`config.mk`:
```
export PLATFORM = sky130hd
export DESIGN_NAME = throttle_duty_gen
export DESIGN_NICKNAME = d
export VERILOG_FILES = /design/src/rtl/throttle_duty_gen_pkg.sv /design/src/rtl/throttle_duty_tick.sv /design/src/rtl/throttle_duty_regs.sv /design/src/rtl/throttle_duty_speedup.sv /design/src/rtl/throttle_duty_phase.sv /design/src/rtl/throttle_duty_gen.sv
export SDC_FILE = /design/constraint.sdc
export NUM_CORES = 1
export LEC_CHECK = 0
export ABC_AREA = 1
export BUFFER_PORTS_ARGS = -buffer_cell sky130_fd_sc_hd__buf_2
export CORE_AREA = 5 5 129 131
export DETAILED_ROUTE_END_ITERATION = 8
export DIE_AREA = 0 0 134 136
export GPL_TIMING_DRIVEN = 0
export HOLD_SLACK_MARGIN = 0.08
export PLACE_DENSITY = 0.56
export SETUP_SLACK_MARGIN = 0.3
export SLEW_MARGIN = 20
export SYNTH_ARGS = -nofsm -noshare
export SYNTH_HDL_FRONTEND = slang
export SYNTH_HIERARCHICAL = 1
export SYNTH_SLANG_ARGS = --single-unit
```
`constraint.sdc`:
```
create_clock -name clk -period 5.3 [get_ports clk]
set_input_delay 1.325 -clock clk [delete_from_list [all_inputs] [get_ports clk]]
set_output_delay 1.325 -clock clk [all_outputs]
set_load 0.01 [all_outputs]
```
`src/rtl/throttle_duty_gen_pkg.sv`:
```
package throttle_duty_gen_pkg;
  localparam int REG_W = 8;

  localparam logic [7:0] ADR_PM_EN  = 8'h80;
  localparam logic [7:0] ADR_IRQ_TM = 8'h8C;
  localparam logic [7:0] ADR_VID_TM = 8'h8D;
  localparam logic [7:0] ADR_OFFCNT = 8'h94;
  localparam logic [7:0] ADR_ONCNT  = 8'h95;
  localparam logic [7:0] ADR_CFG    = 8'h96;

  localparam logic [7:0] PM_MASK  = 8'h19;
  localparam logic [7:0] CFG_MASK = 8'h01;

  localparam int PM_GLOBAL_BIT = 0;
  localparam int PM_IRQ_BIT    = 3;
  localparam int PM_VID_BIT    = 4;
  localparam int CFG_EN_BIT    = 0;

  localparam int NUM_SPD = 2;

  typedef enum logic [1:0] {PH_IDLE, PH_ON, PH_OFF} phase_t;
endpackage

```
`src/rtl/throttle_duty_tick.sv`:
```
module throttle_duty_tick #(
  parameter int DIV = 6400
) (
  input  logic clk,
  input  logic rst_n,
  input  logic clr,
  input  logic en,
  output logic pulse
);
  localparam int CW = (DIV > 1) ? $clog2(DIV) : 1;
  localparam logic [CW-1:0] LAST = CW'(DIV - 1);

  logic [CW-1:0] cnt;

  assign pulse = en && (cnt == LAST);

  always_ff @(posedge clk) begin
    if (!rst_n || clr) begin
      cnt <= '0;
    end else if (en) begin
      if (cnt == LAST) cnt <= '0;
      else             cnt <= cnt + 1'b1;
    end
  end
endmodule

```
`src/rtl/throttle_duty_regs.sv`:
```
module throttle_duty_regs
  import throttle_duty_gen_pkg::*;
(
  input  logic             clk,
  input  logic             rst_n,
  input  logic             wr,
  input  logic [7:0]       addr,
  input  logic [REG_W-1:0] wdata,
  output logic [REG_W-1:0] rdata,
  output logic [REG_W-1:0] off_cnt,
  output logic [REG_W-1:0] on_cnt,
  output logic             mod_en,
  output logic             pm_global,
  output logic             pm_irq,
  output logic             pm_vid,
  output logic [REG_W-1:0] irq_reload,
  output logic [REG_W-1:0] vid_reload
);
  logic [REG_W-1:0] pm_q, cfg_q;

  always_ff @(posedge clk) begin
    if (!rst_n) begin
      pm_q       <= '0;
      cfg_q      <= '0;
      off_cnt    <= '0;
      on_cnt     <= '0;
      irq_reload <= '0;
      vid_reload <= '0;
    end else if (wr) begin
      case (addr)
        ADR_PM_EN:  pm_q       <= wdata & PM_MASK;
        ADR_CFG:    cfg_q      <= wdata & CFG_MASK;
        ADR_OFFCNT: off_cnt    <= wdata;
        ADR_ONCNT:  on_cnt     <= wdata;
        ADR_IRQ_TM: irq_reload <= wdata;
        ADR_VID_TM: vid_reload <= wdata;
        default: ;
      endcase
    end
  end

  always_comb begin
    case (addr)
      ADR_PM_EN:  rdata = pm_q;
      ADR_CFG:    rdata = cfg_q;
      ADR_OFFCNT: rdata = off_cnt;
      ADR_ONCNT:  rdata = on_cnt;
      ADR_IRQ_TM: rdata = irq_reload;
      ADR_VID_TM: rdata = vid_reload;
      default:    rdata = '0;
    endcase
  end

  assign mod_en    = cfg_q[CFG_EN_BIT];
  assign pm_global = pm_q[PM_GLOBAL_BIT];
  assign pm_irq    = pm_q[PM_IRQ_BIT];
  assign pm_vid    = pm_q[PM_VID_BIT];
endmodule

```
`src/rtl/throttle_duty_speedup.sv`:
```
module throttle_duty_speedup #(
  parameter int W = 8
) (
  input  logic         clk,
  input  logic         rst_n,
  input  logic         evt,
  input  logic         allow,
  input  logic [W-1:0] reload,
  input  logic         ms_pulse,
  output logic         active
);
  logic [W-1:0] remain;

  always_ff @(posedge clk) begin
    if (!rst_n) begin
      remain <= '0;
    end else if (evt && allow && (reload != '0)) begin
      remain <= reload;
    end else if (ms_pulse && (remain != '0)) begin
      remain <= remain - 1'b1;
    end
  end

  assign active = (remain != '0);
endmodule

```
`src/rtl/throttle_duty_phase.sv`:
```
module throttle_duty_phase
  import throttle_duty_gen_pkg::*;
#(
  parameter int W = 8
) (
  input  logic         clk,
  input  logic         rst_n,
  input  logic         tick,
  input  logic         mod_en,
  input  logic         hold,
  input  logic [W-1:0] on_cnt,
  input  logic [W-1:0] off_cnt,
  output logic         idle,
  output logic         in_on,
  output logic         assert_q
);
  phase_t       st;
  logic [W-1:0] rem;
  logic         boundary;

  assign boundary = tick && (rem <= W'(1));
  assign idle     = (st == PH_IDLE);
  assign in_on    = (st == PH_ON);

  always_ff @(posedge clk) begin
    if (!rst_n) begin
      st       <= PH_IDLE;
      rem      <= '0;
      assert_q <= 1'b0;
    end else begin
      assert_q <= (st == PH_ON) && mod_en && !hold;
      if (!mod_en) begin
        st  <= PH_IDLE;
        rem <= '0;
      end else begin
        case (st)
          PH_IDLE: begin
            if (on_cnt != '0) begin st <= PH_ON;  rem <= on_cnt;  end
            else              begin st <= PH_OFF; rem <= off_cnt; end
          end
          PH_ON: begin
            if (boundary) begin
              if (off_cnt != '0)     begin st <= PH_OFF; rem <= off_cnt; end
              else if (on_cnt != '0) begin st <= PH_ON;  rem <= on_cnt;  end
              else                   begin st <= PH_OFF; rem <= '0;      end
            end else if (tick) begin
              rem <= rem - 1'b1;
            end
          end
          PH_OFF: begin
            if (boundary) begin
              if (on_cnt != '0) begin st <= PH_ON;  rem <= on_cnt;  end
              else              begin st <= PH_OFF; rem <= off_cnt; end
            end else if (tick) begin
              rem <= rem - 1'b1;
            end
          end
          default: begin st <= PH_IDLE; rem <= '0; end
        endcase
      end
    end
  end
endmodule

```
`src/rtl/throttle_duty_gen.sv`:
```
module throttle_duty_gen
  import throttle_duty_gen_pkg::*;
#(
  parameter int CLK_PER_TICK = 6400,
  parameter int TICKS_PER_MS = 31
) (
  input  logic       clk,
  input  logic       rst_n,
  input  logic       reg_wr,
  input  logic [7:0] reg_addr,
  input  logic [7:0] reg_wdata,
  output logic [7:0] reg_rdata,
  input  logic       irq_evt,
  input  logic       vid_evt,
  output logic       susp_n
);
  logic [REG_W-1:0] off_cnt, on_cnt, irq_reload, vid_reload;
  logic mod_en, pm_global, pm_irq, pm_vid;
  logic eng_idle, eng_on, eng_assert;
  logic mod_tick, free_tick, ms_pulse;
  logic spd_any;

  logic [NUM_SPD-1:0]       spd_evt, spd_allow, spd_active;
  logic [REG_W-1:0]         spd_reload [NUM_SPD];

  throttle_duty_regs u_regs (
    .clk(clk), .rst_n(rst_n), .wr(reg_wr), .addr(reg_addr),
    .wdata(reg_wdata), .rdata(reg_rdata),
    .off_cnt(off_cnt), .on_cnt(on_cnt), .mod_en(mod_en),
    .pm_global(pm_global), .pm_irq(pm_irq), .pm_vid(pm_vid),
    .irq_reload(irq_reload), .vid_reload(vid_reload)
  );

  throttle_duty_tick #(.DIV(CLK_PER_TICK)) u_mod_tick (
    .clk(clk), .rst_n(rst_n), .clr(eng_idle), .en(1'b1), .pulse(mod_tick)
  );

  throttle_duty_tick #(.DIV(CLK_PER_TICK)) u_free_tick (
    .clk(clk), .rst_n(rst_n), .clr(1'b0), .en(1'b1), .pulse(free_tick)
  );

  throttle_duty_tick #(.DIV(TICKS_PER_MS)) u_ms_tick (
    .clk(clk), .rst_n(rst_n), .clr(1'b0), .en(free_tick), .pulse(ms_pulse)
  );

  assign spd_evt[0]    = irq_evt;
  assign spd_allow[0]  = pm_global && pm_irq;
  assign spd_reload[0] = irq_reload;
  assign spd_evt[1]    = vid_evt;
  assign spd_allow[1]  = pm_global && pm_vid;
  assign spd_reload[1] = vid_reload;

  for (genvar g = 0; g < NUM_SPD; g++) begin : g_spd
    throttle_duty_speedup #(.W(REG_W)) u_spd (
      .clk(clk), .rst_n(rst_n), .evt(spd_evt[g]), .allow(spd_allow[g]),
      .reload(spd_reload[g]), .ms_pulse(ms_pulse), .active(spd_active[g])
    );
  end

  assign spd_any = |spd_active;

  throttle_duty_phase #(.W(REG_W)) u_phase (
    .clk(clk), .rst_n(rst_n), .tick(mod_tick), .mod_en(mod_en),
    .hold(spd_any), .on_cnt(on_cnt), .off_cnt(off_cnt),
    .idle(eng_idle), .in_on(eng_on), .assert_q(eng_assert)
  );

  assign susp_n = ~eng_assert;
endmodule

```
# Word level (Yosys, flattened, before mapping)
# Cells that the tools add are included.
# Widths: inputs -> output; s select.
dict set report classes {
  addsub 6
  magnitude_cmp 1
  n_eq_ne 13
  n_mux 18
  bitwise 2
  n_reduce_logical 35
}
# op n
set ops {}
lappend ops {{$mux 8} 10}
lappend ops {{$eq 8x8->1 const B} 6}
lappend ops {{$pmux 8 s6} 1}
lappend ops {{$reduce_bool 8->1} 6}
lappend ops {{$add 13x1->13 const B} 2}
lappend ops {{$eq 13x13->1 const B} 2}
lappend ops {{$pmux 8 s3} 1}
lappend ops {{$sub 8x1->8 const B} 3}
lappend ops {{$reduce_and 2->1} 8}
lappend ops {{$logic_and 1x1->1} 12}
lappend ops {{$le 8x1->1 const B} 1}
lappend ops {{$mux 2} 4}
lappend ops {{$pmux 2 s3} 1}
lappend ops {{$reduce_or 2->1} 3}
lappend ops {{$add 5x1->5 const B} 1}
lappend ops {{$eq 5x5->1 const B} 1}
lappend ops {{$mux 5} 1}
lappend ops {{$ne 2x1->1 const B} 2}
lappend ops {{$reduce_bool 2->1} 2}
lappend ops {{$eq 2x1->1 const B} 1}
lappend ops {{$eq 2x2->1 const B} 1}
lappend ops {{$logic_not 1->1} 2}
lappend ops {{$logic_not 2->1} 1}
lappend ops {{$not 1->1} 2}
lappend ops {{$logic_or 1x1->1} 1}
dict set report totals {
  ff_bits 94
  in_bits 21
  out_inout_bits 9
  wordCells 89
}

# Logic depth before layout (Yosys ltp)
# Gate-level depths: netlist (run 1).
dict set report depth {
  ltp_word 5
  mapped_depth 16
  depth_no_buf 16
}

# Modules after synthesis
# Netlist (run 1), hierarchy kept.
# mod n_inst cells_per_inst area_per_inst_um2
set by_module_without_submodules {}
lappend by_module_without_submodules {throttle_duty_regs 1 343 2082.0}
lappend by_module_without_submodules {{throttle_duty_tick at u_free_tick ...} 2 103 688.2}
lappend by_module_without_submodules {throttle_duty_speedup 2 106 643.1}
lappend by_module_without_submodules {throttle_duty_phase 1 173 987.2}
lappend by_module_without_submodules {{throttle_duty_tick at u_ms_tick} 1 39 272.8}
lappend by_module_without_submodules {throttle_duty_gen 1 10 37.5}

# Worst setup path after synthesis (run 1)
# No wires, ideal clock.
dict set report synth_path {
  path_type {input to output}
  start {input reg_addr[5]}
  end {output reg_rdata[1]}
  arrival_ns 2.122
  path_slack_ns 1.853
  stages 7
  cell_sequence {inv_1 nand2_1 nor2_4 buf_4 buf_2 nand3_1 nand4_1}
}
dict set report synth_between {
  elab_chain_len 2
  word_cells_on_any_way 7
  classes_between {6 x eq/ne; 1 x mux}
}
# item line_no
set synth_lines {}
lappend synth_lines {{from (decl)} throttle_duty_gen.sv:10} ;# input logic [7:0] reg_addr,
lappend synth_lines {{$eq 8x8->1} throttle_duty_regs.sv:43} ;# case (addr)
lappend synth_lines {{$pmux 8 s6 *} throttle_duty_regs.sv:43}
lappend synth_lines {{to (decl)} throttle_duty_gen.sv:12} ;# output logic [7:0] reg_rdata,
# Mark *: on every way between the ends. The rest lies on a longest branch, timed or not.

# Worst setup path after layout (run 1)
dict set report layout_path {
  start {input reg_addr[5]}
  end {output reg_rdata[5]}
}
# Same word-level chain as after synthesis.

==> run metrics, run 1 <==
run status complete, no violations; htree depth 3; Clock Tree Buf Depth 2; Die X 134 um; layout cells sized above 1 13.1%; Tmin final 3.85 ns; nature of the critical path startpoint input pin; sequential area share after synthesis 31.1%; HP Class reg -> reg; Final Cycle Share 72.6%; I/O pins 30; Port Buffer Count 28; Ys Warns 6; GRT Util Overall 16.4%; area of the multi-input gates 0.00351 sq mm; Final Wtd Congestion 0.824; clk_lat worst skew 0.34 ns; Req. time, crit path 3.97 ns; hold buffer count at CTS 0; TritonCTS Buffers 9; post-synthesis cell type count 38; grt met2 use 27.2%; aggregate global routing overflow 0; Sw Ratio 24.0%; cells along the critical path buf_2 -> inv_1 -> nand2_1 -> nor2_4 -> buf_4 -> buf_2 -> nand3_1 -> nand4_1 -> buf_2; CTS tree built; first-pass GRT wire length 24.3 mm; max cap viols 0; routing usage on met1 22.1%; Routed WL 14.5 mm; CP Class in -> out; sequential share of power 51.6%; vias 5578; Mapped Cells 983; most frequent cells in the layout 258 x nand2_1, 216 x nor2_1, 141 x inv_1, 94 x dfxtp_1, 92 x nand3_1; Setup Viol. Count Final 0; number of global-route vias before repair 4999; Switch Pwr 330 uW; Setup TNS Final 0 ns; Internal Power 1040 uW; root buffer cell clkbuf_16; fmax 260 MHz; GR peak layer met2; diode count 0; #FFs+latches synth 94; DIE HEIGHT 136 um; Area Overhead vs Synth 11.6%; critical path fanouts, max 10; Comb pwr share 4.4%; synthesized cell area 0.00604 sq mm; Critical-path top delay cell buf_2; FILL cells 1700; post-synthesis async set-or-reset flop share 0%; final hold viol count 0; Setup WS pre-CTS 1.47 ns; drt wl/cell 11.7 um; met3 Track Usage GR 2.15%; sequential cell area 0.00188 sq mm; # rows 46; setup slack after layout 1.45 ns; Most Frequent Cell on Critical Path buf_2; Core Region 0.0155 sq mm; Detail Route Antenna Nets 0; Buf+Inv Stages, Crit Path 5; RSZ-0062 raised after global routing false; WP data arrival 2.52 ns; most common cell after layout, fill and taps aside nand2_1; Pleak 0.00326 uW; post-cts repair resize count 0; Pwr per Cell Area 204 mW/mm^2; CP top delay family buffers and inverters; Detailed Place HPWL 10.9 mm; Post-CTS Setup Inserts 0; DRT Pass-1 Iters 5; Post-route DRC 0; Max Slew Vio Count 0; # nets final 1065; pin count of the biggest net entering global routing 22; die area 0.0182 sq mm; Initial Util 39.0%; Initial DRC Count 304; CP Capture Type primary output; Post-synth EDFFs 0; Clock Power Share 44.0%; Sink Count 94; vias per cell 4.52; Mapped Avg Cell Area 6.15 sq um; initial antenna violation count 0; Clk pin slew, worst setup/hold paths 0.06 ns; Worst Skew 0.00962 ns; crit-path max cell delay 0.22 ns; worst vdd ir 134 uV; ys flop type dfxtp_1
## layout make-up
class / count / share of cell area, %
clock inverter: 5 / 0.538
tap: 192 / 3.56
clock buffer: 11 / 3.45
buffer: 15 / 1.84
sequential: 94 / 27.9
inverter: 154 / 8.57
multi-input combinational: 734 / 52.1
timing repair buffer: 28 / 2.08
## flip-flops by register name, indices dropped and copies added (netlist names)
signal              cells
g_spd.u_spd/remain     16
u_free_tick/cnt        13
u_mod_tick/cnt         13
u_ms_tick/cnt           5
u_phase/assert_q        1
u_phase/rem             8
u_phase/st              2
u_regs/cfg_q            1
u_regs/irq_reload       8
u_regs/off_cnt          8
u_regs/on_cnt           8
u_regs/pm_q             3
u_regs/vid_reload       8
## stage by stage
stage	std cells	total power, uW	instance area (sq um)	util, %	hold slack, ns
global route	1233	1430	6740	43.6	0.545
floorplan	997	760	6090	-	0.478
CTS	1233	1400	6740	43.6	0.509
global placement	1217	785	6470	41.8	0.498
finish	1233	1370	6740	43.6	0.507
detailed placement	1217	785	6470	41.8	0.500
## Yosys cell counts (3+ instances only)
library cell,instances,share of area [%]
buf_6,5,0.93
buf_2,4,0.33
nand3_1,92,7.6
inv_2,11,0.68
nand4_1,13,1.3
dfxtp_1,94,31
xnor2_1,7,1.0
nand2_1,258,16
o21ai_0,5,0.41
nor2_2,15,1.6
ha_1,8,1.7
inv_1,141,8.8
nor2_1,216,13
nor3_1,8,0.66
buf_4,4,0.50
nor2_4,13,2.4
o21ai_4,3,0.81
nand3_4,4,1.2
o21ai_1,14,1.2
nand2_2,18,1.9
a21oi_1,10,0.83
o21ai_2,5,0.72
xor2_1,11,1.6
nand2_4,3,0.56
## power by group through the flow
stage	logic (uW)	clock network (uW)	registers, uW
floorplan	35.6	0	725
global placement	60.4	0	725
detailed placement	60.3	0	725
CTS	60.5	629	709
global route	67.0	656	709
finish	60.2	604	709
## cells by family after synthesis
| kind of cell | share of synthesized area, % |
|---|---|
| other cells | 0.124 |
| compound gates | 4.97 |
| buf+inv | 11.6 |
| fa+ha+maj | 1.66 |
| simple gates | 47.9 |
| flops | 31.1 |
| xor+xnor | 2.61 |
## per-layer routing
| metal | up-vias | wire, um |
|---|---|---|
| met3 | 15 | 444 |
| li1 | 3088 | - |
| met1 | 2393 | 7160 |
| met4 | 0 | 235 |
| met2 | 82 | 6640 |
| met5 | - | 0 |
## final timing paths
check | startpoint | to | cells after the start | slack, ns
setup / recovery | reg_addr[5] | reg_rdata[5] | 9 | 1.45
hold / removal | u_regs/pm_q[4]$_SDFFE_PN0P_ | u_regs/pm_q[4]$_SDFFE_PN0P_ | 2 | 0.51
setup reg to reg | u_free_tick/cnt[0]$_SDFFE_PP0P_ | g_spd[1].u_spd/remain[1]$_SDFFE_PN0P_ | 12 | 2.96
hold reg to reg | u_regs/pm_q[4]$_SDFFE_PN0P_ | u_regs/pm_q[4]$_SDFFE_PN0P_ | 2 | 0.51
## tightest hold or removal path: cells and delay by family (launching register included)
family / cells / cell delay, ns
flops: 1 / 0.32
simple gates: 2 / 0.15
(Power assumes the default switching activity.)
==> inputs of run 2 (changes only) <==
--- a/config.mk
+++ b/config.mk
@@ -5,14 +5,14 @@
 export SDC_FILE = /design/constraint.sdc
 export NUM_CORES = 1
 export LEC_CHECK = 0
-export ABC_AREA = 1
+export ABC_AREA = 0
 export BUFFER_PORTS_ARGS = -buffer_cell sky130_fd_sc_hd__buf_2
-export CORE_AREA = 5 5 129 131
+export CORE_AREA = 5 5 121 123
 export DETAILED_ROUTE_END_ITERATION = 8
-export DIE_AREA = 0 0 134 136
+export DIE_AREA = 0 0 126 128
 export GPL_TIMING_DRIVEN = 0
 export HOLD_SLACK_MARGIN = 0.08
-export PLACE_DENSITY = 0.56
+export PLACE_DENSITY = 0.58
 export SETUP_SLACK_MARGIN = 0.3
 export SLEW_MARGIN = 20
 export SYNTH_ARGS = -nofsm -noshare
==> constraint.sdc (replaced) <==
create_clock -name clk -period 3.4 [get_ports clk]
set_input_delay 0.85 -clock clk [delete_from_list [all_inputs] [get_ports clk]]
set_output_delay 0.85 -clock clk [all_outputs]
set_load 0.01 [all_outputs]
==> run 2 against run 1 <==
  * Non-clock buffer count rose by 7
  * Clock-buffer cell count decreased by 1
  * Power up 60%
==> run metrics, run 2 <==
run status complete, no violations (unchanged); worst r2r src u_free_tick/cnt[0]$_SDFFE_PP0P_ (unchanged); Post-synth EDFFs 0 (unchanged); Area Overhead vs Synth 15.6% (was 11.6%); pin count of the biggest net entering global routing 27 (was 22); Detailed Place HPWL 9.66 mm (was 10.9 mm); Worst Skew 0.0127 ns (was 0.00962 ns); Mapped Cells 598 (was 983); HP Class reg -> reg (unchanged); most numerous cell in the Yosys netlist dfxtp_1 (was nand2_1); crit-path max cell delay 0.53 ns (was 0.22 ns); diode count 0 (unchanged); max cap viols 0 (unchanged); Routed WL 12.9 mm (was 14.5 mm); Worst Hold Depth 2 (unchanged); drt wl/cell 15.4 um (was 11.7 um); main combinational cell family by area after synthesis simple AND/OR/NAND/NOR gates (unchanged); Max Slew Vio Count 0 (unchanged); number of flip-flops in the largest register 16 (unchanged); most common cell after layout, fill and taps aside dfxtp_1 (was nand2_1); final hold viol count 0 (unchanged); Core Region 0.0136 sq mm (was 0.0155 sq mm); Initial DRC Count 244 (was 304); hold buffer count at CTS 0 (unchanged); Post-route DRC 0 (unchanged); Setup TNS Final 0 ns (unchanged); Final Wtd Congestion 0.931 (was 0.824); Setup Viol. Count Final 0 (unchanged); Adder-Cell Fraction of Synth Area 1.91% (was 1.66%); Critical-path top delay cell or4b_4 (was buf_2); Ys Warns 6 (unchanged); critical path fanouts, max 5 (was 10); post-synthesis async set-or-reset flop share 0% (unchanged); Final Cycle Share 92.2%; TritonCTS Buffers 9 (unchanged); R2R Setup Slk 0.49 ns (was 2.96 ns); Req. time, crit path 2.55 ns (was 3.97 ns); Detail Route Antenna Nets 0 (unchanged); aggregate global routing overflow 0 (unchanged); sequential area share after synthesis 35.9% (was 31.1%); Top Registers g_spd.u_spd/remain x16, u_free_tick/cnt x13, u_mod_tick/cnt x13 (unchanged); Mapped Avg Cell Area 8.77 sq um (was 6.15 sq um); vias 4516 (was 5578); worst setup path start reg_addr[5] (unchanged); # nets final 681 (was 1065); CP Capture Point reg_rdata[5] (unchanged); synth top area cells dfxtp_1 36%, mux2i_1 9.7%, nand2_1 5.2% (was dfxtp_1 31%, nand2_1 16%, nor2_1 13%); number of global-route vias before repair 4567 (was 4999); ys flop type dfxtp_1 (unchanged); Most flops, register g_spd.u_spd/remain (unchanged); Port Buffer Count 27 (was 28); Slew @ Worst Pin 0.776 ns; compound-gate portion of the synthesized area 14.5% (was 4.97%); vias per cell 5.40 (was 4.52); DRT Pass-1 Iters 4 (was 5); reg2reg path depth 11 (was 12); Synth Area in Simple Gates 27.9% (was 47.9%); initial antenna violation count 0 (unchanged); CP Class in -> out (unchanged); CTS tree built (unchanged); CP Capture Type primary output (unchanged); post-synthesis cell type count 78 (was 38); layout cells sized above 1 15.2% (was 13.1%); I/O pins 30 (unchanged); GRT Util Overall 16.4% (about the same); Yosys top cell area share 35.9% (was 31.1%); root buffer cell clkbuf_16 (unchanged); worst vdd ir 189 uV (was 134 uV); Initial Util 38.7% (was 39.0%); cells along the critical path buf_6 -> or4b_4 -> buf_6 -> or3_4 -> o22ai_2 -> buf_2 (was buf_2 -> inv_1 -> nand2_1 -> nor2_4 -> buf_4 -> buf_2 -> nand3_1 -> nand4_1 -> buf_2); leading cell types by count after synthesis 94 x dfxtp_1, 72 x nand2_1, 51 x mux2i_1 (was 258 x nand2_1, 216 x nor2_1, 141 x inv_1); clk_lat worst skew 0.34 ns (about the same); nature of the critical path startpoint input pin (unchanged); mux cell area share after synthesis 9.95% (was 0%); Tmin final 3.13 ns; worst reg2reg path endpoint g_spd[0].u_spd/remain[7]$_SDFFE_PN0P_ (was g_spd[1].u_spd/remain[1]$_SDFFE_PN0P_); WP data arrival 2.28 ns (was 2.52 ns); Die X 126 um (was 134 um); most frequent cells in the layout 94 x dfxtp_1, 72 x nand2_1, 51 x mux2i_1, 50 x nor2_1, 28 x buf_2 (was 258 x nand2_1, 216 x nor2_1, 141 x inv_1, 94 x dfxtp_1, 92 x nand3_1); area leader, netlist dfxtp_1 (unchanged); number of instances in the placed design 820 (was 1217); Clock Tree Buf Depth 2 (unchanged); XOR/XNOR share of the synthesized area 6.01% (was 2.61%); first-pass GRT wire length 21.8 mm (was 24.3 mm); Pwr per Cell Area 363 mW/mm^2 (was 204 mW/mm^2); synthesized cell area 0.00524 sq mm (was 0.00604 sq mm); # rows 43 (was 46); RSZ-0062 raised after global routing true (was false); non-filler cells, final 837 (was 1233); fmax 319 MHz; htree depth 3 (unchanged); die area 0.0161 sq mm (was 0.0182 sq mm); Sink Count 94 (unchanged); Most Frequent Cell on Critical Path buf_6 (was buf_2); DIE HEIGHT 128 um (was 136 um); Clk pin slew, worst setup/hold paths 0.06 ns (about the same); Pleak 0.00225 uW (was 0.00326 uW); relative slew slack 47.8%; #FFs+latches synth 94 (unchanged)
## run 2: metrics by stage
step | worst slack [ns] | util, % | hold WS, ns | power, uW | instance area (sq um)
4_1_cts | 0.274 | 44.6 | 0.477 | 2230 | 6040
6_report | 0.266 | 44.7 | 0.478 | 2200 | 6060
5_1_grt | 0.235 | 44.7 | 0.511 | 2290 | 6060
3_3_place_gp | 0.169 | 41.7 | 0.463 | 1210 | 5660
3_5_place_dp | 0.157 | 41.7 | 0.468 | 1210 | 5660
2_1_floorplan | 0.469 | - | 0.442 | 1180 | 5300
## run 2: routing by layer
layer / GRT usage (%) / up-vias / part of all wire (%)
li1: - / 2283 / -
met1: 20.3 / 2126 / 46
met2: 27.5 / 81 / 47
met3: 2.88 / 26 / 3.3
met4: 8.58 / 0 / 3.7
met5: 0 / - / 0
## run 2: cells by family (layout without fill, tap and decap cells)
kind of cell | Yosys count | count (layout)
flip-flops | 94 | 94
buffers and inverters | 40 | 84
adder cells (fa/ha/maj) | 8 | 8
multiplexers | 52 | 52
AO/OA/AOI/OAI | 110 | 110
XOR/XNOR | 36 | 36
other | 2 | 17
AND/OR/NAND/NOR | 256 | 256
## run 2: how the worst min path moves through the flow
stage / startpoint / endpoint / slack, ns
after floorplan: u_regs/pm_q[3]$_SDFFE_PN0P_ / u_regs/pm_q[3]$_SDFFE_PN0P_ / 0.44
after global placement: u_regs/off_cnt[1]$_SDFFE_PN0P_ / u_regs/off_cnt[1]$_SDFFE_PN0P_ / 0.46
after detailed placement: u_mod_tick/cnt[12]$_SDFFE_PP0P_ / u_mod_tick/cnt[12]$_SDFFE_PP0P_ / 0.47
after CTS: u_mod_tick/cnt[12]$_SDFFE_PP0P_ / u_mod_tick/cnt[12]$_SDFFE_PP0P_ / 0.48
after global routing: u_mod_tick/cnt[12]$_SDFFE_PP0P_ / u_mod_tick/cnt[12]$_SDFFE_PP0P_ / 0.51
final: u_mod_tick/cnt[12]$_SDFFE_PP0P_ / u_mod_tick/cnt[12]$_SDFFE_PP0P_ / 0.48
## run 2: repair_timing
| item | 4_1_cts | 5_1_grt |
|---|---|---|
| resized for setup | 15 | 5 |
| pin swaps | 1 | 0 |
| cloned | 0 | 0 |
| setup buffers | 1 | 0 |
| endpoints found under the setup margin | 7 | 7 |
## run 2: layout make-up
| class | instances | area (sq um) |
|---|---|---|
| buffer | 22 | 134 |
| clock buffer | 10 | 229 |
| clock inverter | 6 | 67.6 |
| fill | 1385 | 7500 |
| inverter | 18 | 67.6 |
| multi-input combinational | 479 | 3290 |
| sequential | 94 | 1880 |
| tap | 180 | 225 |
| timing repair buffer | 28 | 168 |
## run 2: worst max-delay path, delay by kind of cell
family                 cells  cell delay, ns
AND/OR/NAND/NOR            2            0.92
buffers and inverters      3            0.38
AO/OA/AOI/OAI              1            0.13
## run 2: power by group
part / total [uW] / internal (uW) / switching, uW
combinational: 90.5 / 30.3 / 60.3
sequential: 1100 / 1100 / 1.52
clock: 1000 / 574 / 430
